File: config.mk
export PLATFORM = sky130hd
export DESIGN_NAME = adc_seq_ctrl
export DESIGN_NICKNAME = d
export VERILOG_FILES = /design/src/rtl/adc_seq_pkg.sv /design/src/rtl/adc_seq_rst_sync.sv /design/src/rtl/adc_seq_trig.sv /design/src/rtl/adc_seq_pick.sv /design/src/rtl/adc_seq_wake.sv /design/src/rtl/adc_seq_ctrl.sv
export SDC_FILE = /design/constraint.sdc
export NUM_CORES = 1
export LEC_CHECK = 0
export CAP_MARGIN = 15
export CORE_ASPECT_RATIO = 1.75
export CORE_MARGIN = 2
export CORE_UTILIZATION = 39
export DETAILED_ROUTE_END_ITERATION = 8
export DONT_BUFFER_PORTS = 1
export MAX_ROUTING_LAYER = met4
export SLEW_MARGIN = 40
export SYNTH_ARGS = -nofsm -noshare
export SYNTH_HDL_FRONTEND = slang
export SYNTH_SLANG_ARGS = --single-unit
File: constraint.sdc
create_clock -name clk -period 2.4 [get_ports clk]
set_input_delay 0.48 -clock clk [delete_from_list [all_inputs] [get_ports clk]]
set_output_delay 0.48 -clock clk [all_outputs]
set_load 0.005 [all_outputs]
File: src/rtl/adc_seq_pkg.sv
package adc_seq_pkg;
  typedef enum logic [2:0] {
    ST_IDLE,
    ST_ARMED,
    ST_WAKE,
    ST_ISSUE,
    ST_CONV,
    ST_HOLD
  } seq_st_e;

  localparam logic [1:0] EDGE_SW   = 2'b00;
  localparam logic [1:0] EDGE_RISE = 2'b01;
  localparam logic [1:0] EDGE_FALL = 2'b10;
  localparam logic [1:0] EDGE_BOTH = 2'b11;
endpackage

File: src/rtl/adc_seq_rst_sync.sv
module adc_seq_rst_sync (
  input  logic clk,
  input  logic rst_n,
  output logic rst_sync_n
);
  logic [1:0] sync_q;

  always_ff @(posedge clk or negedge rst_n) begin
    if (!rst_n) sync_q <= 2'b00;
    else        sync_q <= {sync_q[0], 1'b1};
  end

  assign rst_sync_n = sync_q[1];
endmodule

File: src/rtl/adc_seq_trig.sv
module adc_seq_trig
  import adc_seq_pkg::*;
(
  input  logic       clk,
  input  logic       rst_n,
  input  logic       trig_i,
  input  logic [1:0] edge_sel_i,
  output logic       hit_o
);
  logic trig_q;
  logic rise, fall;

  always_ff @(posedge clk or negedge rst_n) begin
    if (!rst_n) trig_q <= 1'b0;
    else        trig_q <= trig_i;
  end

  assign rise = trig_i & ~trig_q;
  assign fall = ~trig_i & trig_q;

  always_comb begin
    case (edge_sel_i)
      EDGE_RISE: hit_o = rise;
      EDGE_FALL: hit_o = fall;
      EDGE_BOTH: hit_o = rise | fall;
      default:   hit_o = 1'b0;
    endcase
  end
endmodule

File: src/rtl/adc_seq_pick.sv
module adc_seq_pick #(
  parameter int NCH = 8,
  localparam int CHW = (NCH > 1) ? $clog2(NCH) : 1
) (
  input  logic [NCH-1:0] mask_i,
  input  logic [CHW-1:0] cur_i,
  input  logic           dn_i,
  output logic           any_o,
  output logic [CHW-1:0] first_o,
  output logic [CHW-1:0] next_o,
  output logic           last_o
);
  logic [CHW-1:0] lo_idx, hi_idx, up_idx, dn_idx;
  logic           has_up, has_dn;

  always_comb begin
    lo_idx = '0;
    hi_idx = '0;
    up_idx = '0;
    dn_idx = '0;
    has_up = 1'b0;
    has_dn = 1'b0;
    for (int i = NCH - 1; i >= 0; i--) begin
      if (mask_i[i]) lo_idx = CHW'(i);
      if (mask_i[i] && (i > int'(cur_i))) begin
        up_idx = CHW'(i);
        has_up = 1'b1;
      end
    end
    for (int i = 0; i < NCH; i++) begin
      if (mask_i[i]) hi_idx = CHW'(i);
      if (mask_i[i] && (i < int'(cur_i))) begin
        dn_idx = CHW'(i);
        has_dn = 1'b1;
      end
    end
  end

  assign any_o   = |mask_i;
  assign first_o = dn_i ? hi_idx : lo_idx;
  assign next_o  = dn_i ? dn_idx : up_idx;
  assign last_o  = dn_i ? ~has_dn : ~has_up;
endmodule

File: src/rtl/adc_seq_wake.sv
module adc_seq_wake #(
  parameter int STARTUP_CYC = 8,
  localparam int CW = $clog2(STARTUP_CYC + 1)
) (
  input  logic clk,
  input  logic rst_n,
  input  logic run_i,
  output logic rdy_o
);
  logic [CW-1:0] cnt_q, cnt_d;

  always_comb begin
    cnt_d = run_i ? cnt_q + CW'(1) : '0;
  end

  always_ff @(posedge clk or negedge rst_n) begin
    if (!rst_n) cnt_q <= '0;
    else        cnt_q <= cnt_d;
  end

  assign rdy_o = run_i && (cnt_q == CW'(STARTUP_CYC - 1));
endmodule

File: src/rtl/adc_seq_ctrl.sv
module adc_seq_ctrl
  import adc_seq_pkg::*;
#(
  parameter int NCH         = 8,
  parameter int DW          = 12,
  parameter int STARTUP_CYC = 8,
  localparam int CHW = (NCH > 1) ? $clog2(NCH) : 1
) (
  input  logic           clk,
  input  logic           rst_n,
  input  logic           start_i,
  input  logic           trig_i,
  input  logic [1:0]     edge_sel_i,
  input  logic           scan_dn_i,
  input  logic           cont_i,
  input  logic           wait_i,
  input  logic           auto_off_i,
  input  logic [NCH-1:0] ch_mask_i,
  output logic           conv_req_o,
  output logic [CHW-1:0] conv_ch_o,
  input  logic           conv_done_i,
  input  logic [DW-1:0]  conv_data_i,
  output logic           clk_en_o,
  output logic           rdy_o,
  input  logic           dr_read_i,
  input  logic           eoseq_clr_i,
  input  logic           ovr_clr_i,
  output logic [DW-1:0]  data_o,
  output logic [CHW-1:0] data_ch_o,
  output logic           eoc_o,
  output logic           eoseq_o,
  output logic           ovr_o,
  output logic           busy_o
);
  logic           rst_i_n;
  logic           hit;
  logic           any_ch, last_ch;
  logic [CHW-1:0] first_ch, next_ch;
  logic           wake_rdy;

  seq_st_e        st_q, st_d;
  logic [CHW-1:0] cur_q, cur_d;
  logic           eoc_q, eoc_d;
  logic           eoseq_q, eoseq_d;
  logic           ovr_q, ovr_d;
  logic [DW-1:0]  data_q;
  logic [CHW-1:0] dch_q;

  logic           done_ok;
  logic           launch;
  logic           eoc_pending;

  adc_seq_rst_sync u_rst (
    .clk        (clk),
    .rst_n      (rst_n),
    .rst_sync_n (rst_i_n)
  );

  adc_seq_trig u_trig (
    .clk        (clk),
    .rst_n      (rst_i_n),
    .trig_i     (trig_i),
    .edge_sel_i (edge_sel_i),
    .hit_o      (hit)
  );

  adc_seq_pick #(.NCH(NCH)) u_pick (
    .mask_i  (ch_mask_i),
    .cur_i   (cur_q),
    .dn_i    (scan_dn_i),
    .any_o   (any_ch),
    .first_o (first_ch),
    .next_o  (next_ch),
    .last_o  (last_ch)
  );

  adc_seq_wake #(.STARTUP_CYC(STARTUP_CYC)) u_wake (
    .clk   (clk),
    .rst_n (rst_i_n),
    .run_i (st_q == ST_WAKE),
    .rdy_o (wake_rdy)
  );

  assign done_ok     = (st_q == ST_CONV) && conv_done_i;
  assign eoc_pending = eoc_q && !dr_read_i;

  // Sequence start decision
  always_comb begin
    launch = 1'b0;
    if (any_ch) begin
      if (st_q == ST_IDLE)
        launch = start_i && (edge_sel_i == EDGE_SW);
      else if (st_q == ST_ARMED)
        launch = (edge_sel_i == EDGE_SW) ? start_i : hit;
    end
  end

  // Next-state logic
  always_comb begin
    st_d  = st_q;
    cur_d = cur_q;
    if (launch) begin
      cur_d = first_ch;
      if (wait_i && eoc_pending) st_d = ST_HOLD;
      else if (auto_off_i)       st_d = ST_WAKE;
      else                       st_d = ST_ISSUE;
    end else begin
      case (st_q)
        ST_IDLE: begin
          if (start_i && (edge_sel_i != EDGE_SW)) st_d = ST_ARMED;
        end
        ST_ARMED: st_d = ST_ARMED;
        ST_WAKE: begin
          if (wake_rdy) st_d = ST_ISSUE;
        end
        ST_ISSUE: st_d = ST_CONV;
        ST_CONV: begin
          if (conv_done_i) begin
            if (!last_ch || cont_i) begin
              cur_d = last_ch ? first_ch : next_ch;
              st_d  = wait_i ? ST_HOLD : ST_ISSUE;
            end else begin
              st_d = (edge_sel_i == EDGE_SW) ? ST_IDLE : ST_ARMED;
            end
          end
        end
        ST_HOLD: begin
          if (dr_read_i) st_d = auto_off_i ? ST_WAKE : ST_ISSUE;
        end
        default: st_d = ST_IDLE;
      endcase
    end
  end

  // Flag next values: a new event wins over a clear in the same cycle
  always_comb begin
    eoc_d   = done_ok ? 1'b1 : (dr_read_i ? 1'b0 : eoc_q);
    eoseq_d = (done_ok && last_ch) ? 1'b1 : (eoseq_clr_i ? 1'b0 : eoseq_q);
    ovr_d   = (done_ok && eoc_q && !dr_read_i && !wait_i) ? 1'b1
            : (ovr_clr_i ? 1'b0 : ovr_q);
  end

  always_ff @(posedge clk or negedge rst_i_n) begin
    if (!rst_i_n) begin
      st_q    <= ST_IDLE;
      cur_q   <= '0;
      eoc_q   <= 1'b0;
      eoseq_q <= 1'b0;
      ovr_q   <= 1'b0;
    end else begin
      st_q    <= st_d;
      cur_q   <= cur_d;
      eoc_q   <= eoc_d;
      eoseq_q <= eoseq_d;
      ovr_q   <= ovr_d;
    end
  end

  always_ff @(posedge clk or negedge rst_i_n) begin
    if (!rst_i_n) begin
      data_q <= '0;
      dch_q  <= '0;
    end else if (done_ok) begin
      data_q <= conv_data_i;
      dch_q  <= cur_q;
    end
  end

  assign conv_req_o = (st_q == ST_ISSUE);
  assign conv_ch_o  = cur_q;
  assign clk_en_o   = !auto_off_i || (st_q == ST_WAKE) || (st_q == ST_ISSUE)
                      || (st_q == ST_CONV);
  assign rdy_o      = wake_rdy;
  assign busy_o     = (st_q != ST_IDLE) && (st_q != ST_ARMED);
  assign data_o     = data_q;
  assign data_ch_o  = dch_q;
  assign eoc_o      = eoc_q;
  assign eoseq_o    = eoseq_q;
  assign ovr_o      = ovr_q;
endmodule

==> flow_summary_export.csv <==
group,metric,value,unit
outcome,status,"finished, final reports clean",
finish,fraction_of_layout_cells_with_a_size_suffix_above_1,17.1,%
timing,clock_skew,12.2,ps
worst_setup_path,element_type_at_the_critical_path_end,"register",
worst_setup_path,timing.reg2reg.worst_path_depth,7,
hold_path,holdCritStartpoint,"trig_i",
logic_synthesis,synth.yosys.warnings,0,
route,remaining_drc_errors,0,
worst_setup_path,reg2reg_slack,250,ps
timing,max_slew.worst_pin.slew,593,ps
grt,global_route.overflow_total,0,
grt,global_route_wire_length_before_repair,7.31,mm
clock_network,cts_setup_buffers,0,
finish,synthToLayoutAreaGrowth,10.7,%
logic_synthesis,syn_area,1890,um2
hold_path,worst_hold_path.num_cells,0,
die,design.core.area,4670,um2
logic_synthesis,synth_cell_types,52,
pwr,p_leak,0.923,nW
finish,fillers,483,
place,numPortBuffers,0,
pwr,peakVddDrop,0.000909,V
route,wire_per_inst,16.8,um
timing,slew_headroom,60.5,%
grt,grt_max_degree,21,
timing,fin_setup_tns,0,ps
place,gp_congestion,0.895,
logic_synthesis,postSynthCellCount,210,
route,postRouteAntennaNets,0,
die,die-area,5440,um2
timing,timing.final.crit_period,2150,ps
route,totalWireLength,4.51,mm
logic_synthesis,yosys.area.top_type,"dfrtp_1",
logic_synthesis,synth.yosys.seq_area_share,41.1,%
logic_synthesis,ys_ff_latch,31,
timing,timing.final.ws_setup,248,ps
route,drt-pass1-iter-count,4,
clock_network,cts.htree.levels,2,
hold_path,min_delay_path_class,"input port to register",
worst_setup_path,critical_path.reg2reg.endpoint,"conv_ch_o[2]",
clock_network,cts_hold_buf,1,
die,die_width,56.6,um
worst_setup_path,timing_worst_setup_path_type,"register to register",
clock_network,cts_repair_resize_count,0,
clock_network,cts_max_path_buffers,2,
timing,timing.final.hold_violations,0,
worst_setup_path,timing.critical_path.fanout_max,6,
grt,grt_use_total,18.0,%
clock_network,clkSinkCount,31,
grt,first_global_vias,1606,
clock_network,tritoncts.num_buffers,5,
clock_network,cts_root_buffer,"clkbuf_8",
die,floorplan.rows,33,
logic_synthesis,yosys_top_cell_area_share,41.1,%
route,detail_route.vias_per_cell,5.97,
finish,num-nets-final,253,
job,total_of_max_cap_violations,0,
worst_setup_path,worstPathArrival,2320,ps
logic_synthesis,synth_enable_flop_cells,0,
timing,period_share,89.7,%
timing,rsz0062_at_grt,"no",
place,post-dp-hpwl,3.53,mm
timing,final_max_slew_viol_count,0,
pwr,power.density,1160,nW/um2
route,dr_iter_0_viols,85,
finish,diodes,0,
logic_synthesis,async_reset_ff_share,100,%
worst_setup_path,worst_setup_path_start_kind,"register",
hold_path,worst_hold_path.endpoint,"u_trig.trig_q",
worst_setup_path,crit-reg2reg-launch,"conv_ch_o[0]",
place,detailedPlace.worstSlack,244,ps
logic_synthesis,post_synth_main_area_contributors,"dfrtp_1, mux2_2, a21oi_1",
die,initial_utilization,40.5,%
timing,fmax,465,MHz
logic_synthesis,syn-mean-instance-area,9.00,um2
clock_network,worst_skew_pair.late_latency,280,ps
timing,finalSetupViolCount,0,
route,dr_total_vias,1600,
clock_network,cts.reportedPaths.clkPinSlew,70,ps
grt,number_of_antenna_violations_at_the_first_check_in_global_routing,0,
die,ios,59,
clock_network,tritoncts,"yes",
logic_synthesis,most_instantiated_flip_flop_cell_in_the_synthesis_netlist,"dfrtp_1",
worst_setup_path,critical_path_required,2570,ps
die,die_h,96.1,um
logic_synthesis,synth.net_count,247,
[power breakdown]
group / internal, mW / switching [mW] / total (mW)
Combinational: 0.496 / 0.541 / 1.04
Clock: 0.304 / 0.182 / 0.485
Sequential: 0.717 / 0.181 / 0.898
[worst max-delay path, stage by stage, from the launching register on]
cell	delay [ps]
dfrtp_1	440
or3b_1	410
a21oi_2	160
nor2_1	100
a31oi_4	220
nor2_1	80
o21ai_1	260
mux2_2	370
[worst max-delay path by stage]
stage	endpoint	startpoint	depth (start not counted)	slack, ps
after CTS	conv_ch_o[2]	conv_ch_o[0]	7	250
final	conv_ch_o[2]	conv_ch_o[0]	7	250
after floorplan	conv_ch_o[1]	trig_i	9	240
after global placement	conv_ch_o[1]	ch_mask_i[5]	8	260
after detailed placement	conv_ch_o[1]	ch_mask_i[5]	7	240
after global routing	conv_ch_o[2]	conv_ch_o[0]	7	150
[logic make-up (layout without fill, tap and decap cells)]
family	Yosys count	in the layout	synth area share, %
mux	20	20	11.7
fa+ha+maj	3	3	1.99
compound gates	66	66	23.2
flops	31	31	41.1
other cells	1	1	0.198
xor+xnor	2	2	0.927
simple gates	60	60	15.3
buf+inv	27	33	5.70
[synth_stat cells (all sizes together), types with 3 or more instances]
library cell,number
dfrtp,31
nand2,20
o21ai,18
a21oi,16
mux2,16
inv,15
nor2,15
clkbuf,8
a31oi,6
buf,4
mux2i,4
o22ai,4
ha,3
nand2b,3
nand3,3
nor4,3
[sequential cells by signal (all words and copies together), names as in the netlist, 2 cells and up]
register and flops:
conv_ch_o 3, data_ch_o 3, data_o 12, st_q 3, u_rst.sync_q 2, u_wake.cnt_q 4
[layout by cell type (no fill, tap or decap), types with 3 or more instances in the layout]
cell      instances
a21oi_1          15
a31oi_1           5
buf_4            10
clkbuf_8          5
dfrtp_1          31
ha_1              3
inv_1            15
mux2_2           16
mux2i_1           4
nand2_1          20
nand2b_1          3
nand3_1           3
nor2_1           15
nor4_1            3
o21ai_0          13
o21ai_1           4
o22ai_1           4
[per-stage QoR]
| step | instances | util (%) | hold slack (ps) | total power [mW] | cell area (um2) |
|---|---|---|---|---|---|
| finish | 268 | 44.8 | 222 | 2.42 | 2090 |
| global route | 268 | 44.8 | 206 | 2.60 | 2090 |
| CTS | 268 | 44.8 | 215 | 2.44 | 2090 |
| detailed placement | 260 | 42.4 | 184 | 1.94 | 1980 |
| global placement | 260 | 42.4 | 184 | 1.93 | 1980 |
| floorplan | 210 | - | 184 | 1.69 | 1890 |
[layer usage]
metal	global-route usage, %	part of all wire, %
met5	-	0
met4	9.13	2.8
met3	5.51	7.5
met2	31.8	53
met1	17.5	36
[area by class of cell]
class / instances / area, um2 / share of cell area [%]
clock buffers: 6 / 72.6 / 3.47
inverters: 15 / 56.3 / 2.69
flip-flops and latches: 31 / 776 / 37.1
well taps: 52 / 65.1 / 3.11
clock inverters: 1 / 30.0 / 1.44
multi-input cells: 152 / 1010 / 48.1
repair buffers: 11 / 85.1 / 4.07
No activity file was read; power rests on OpenSTA's default activity.
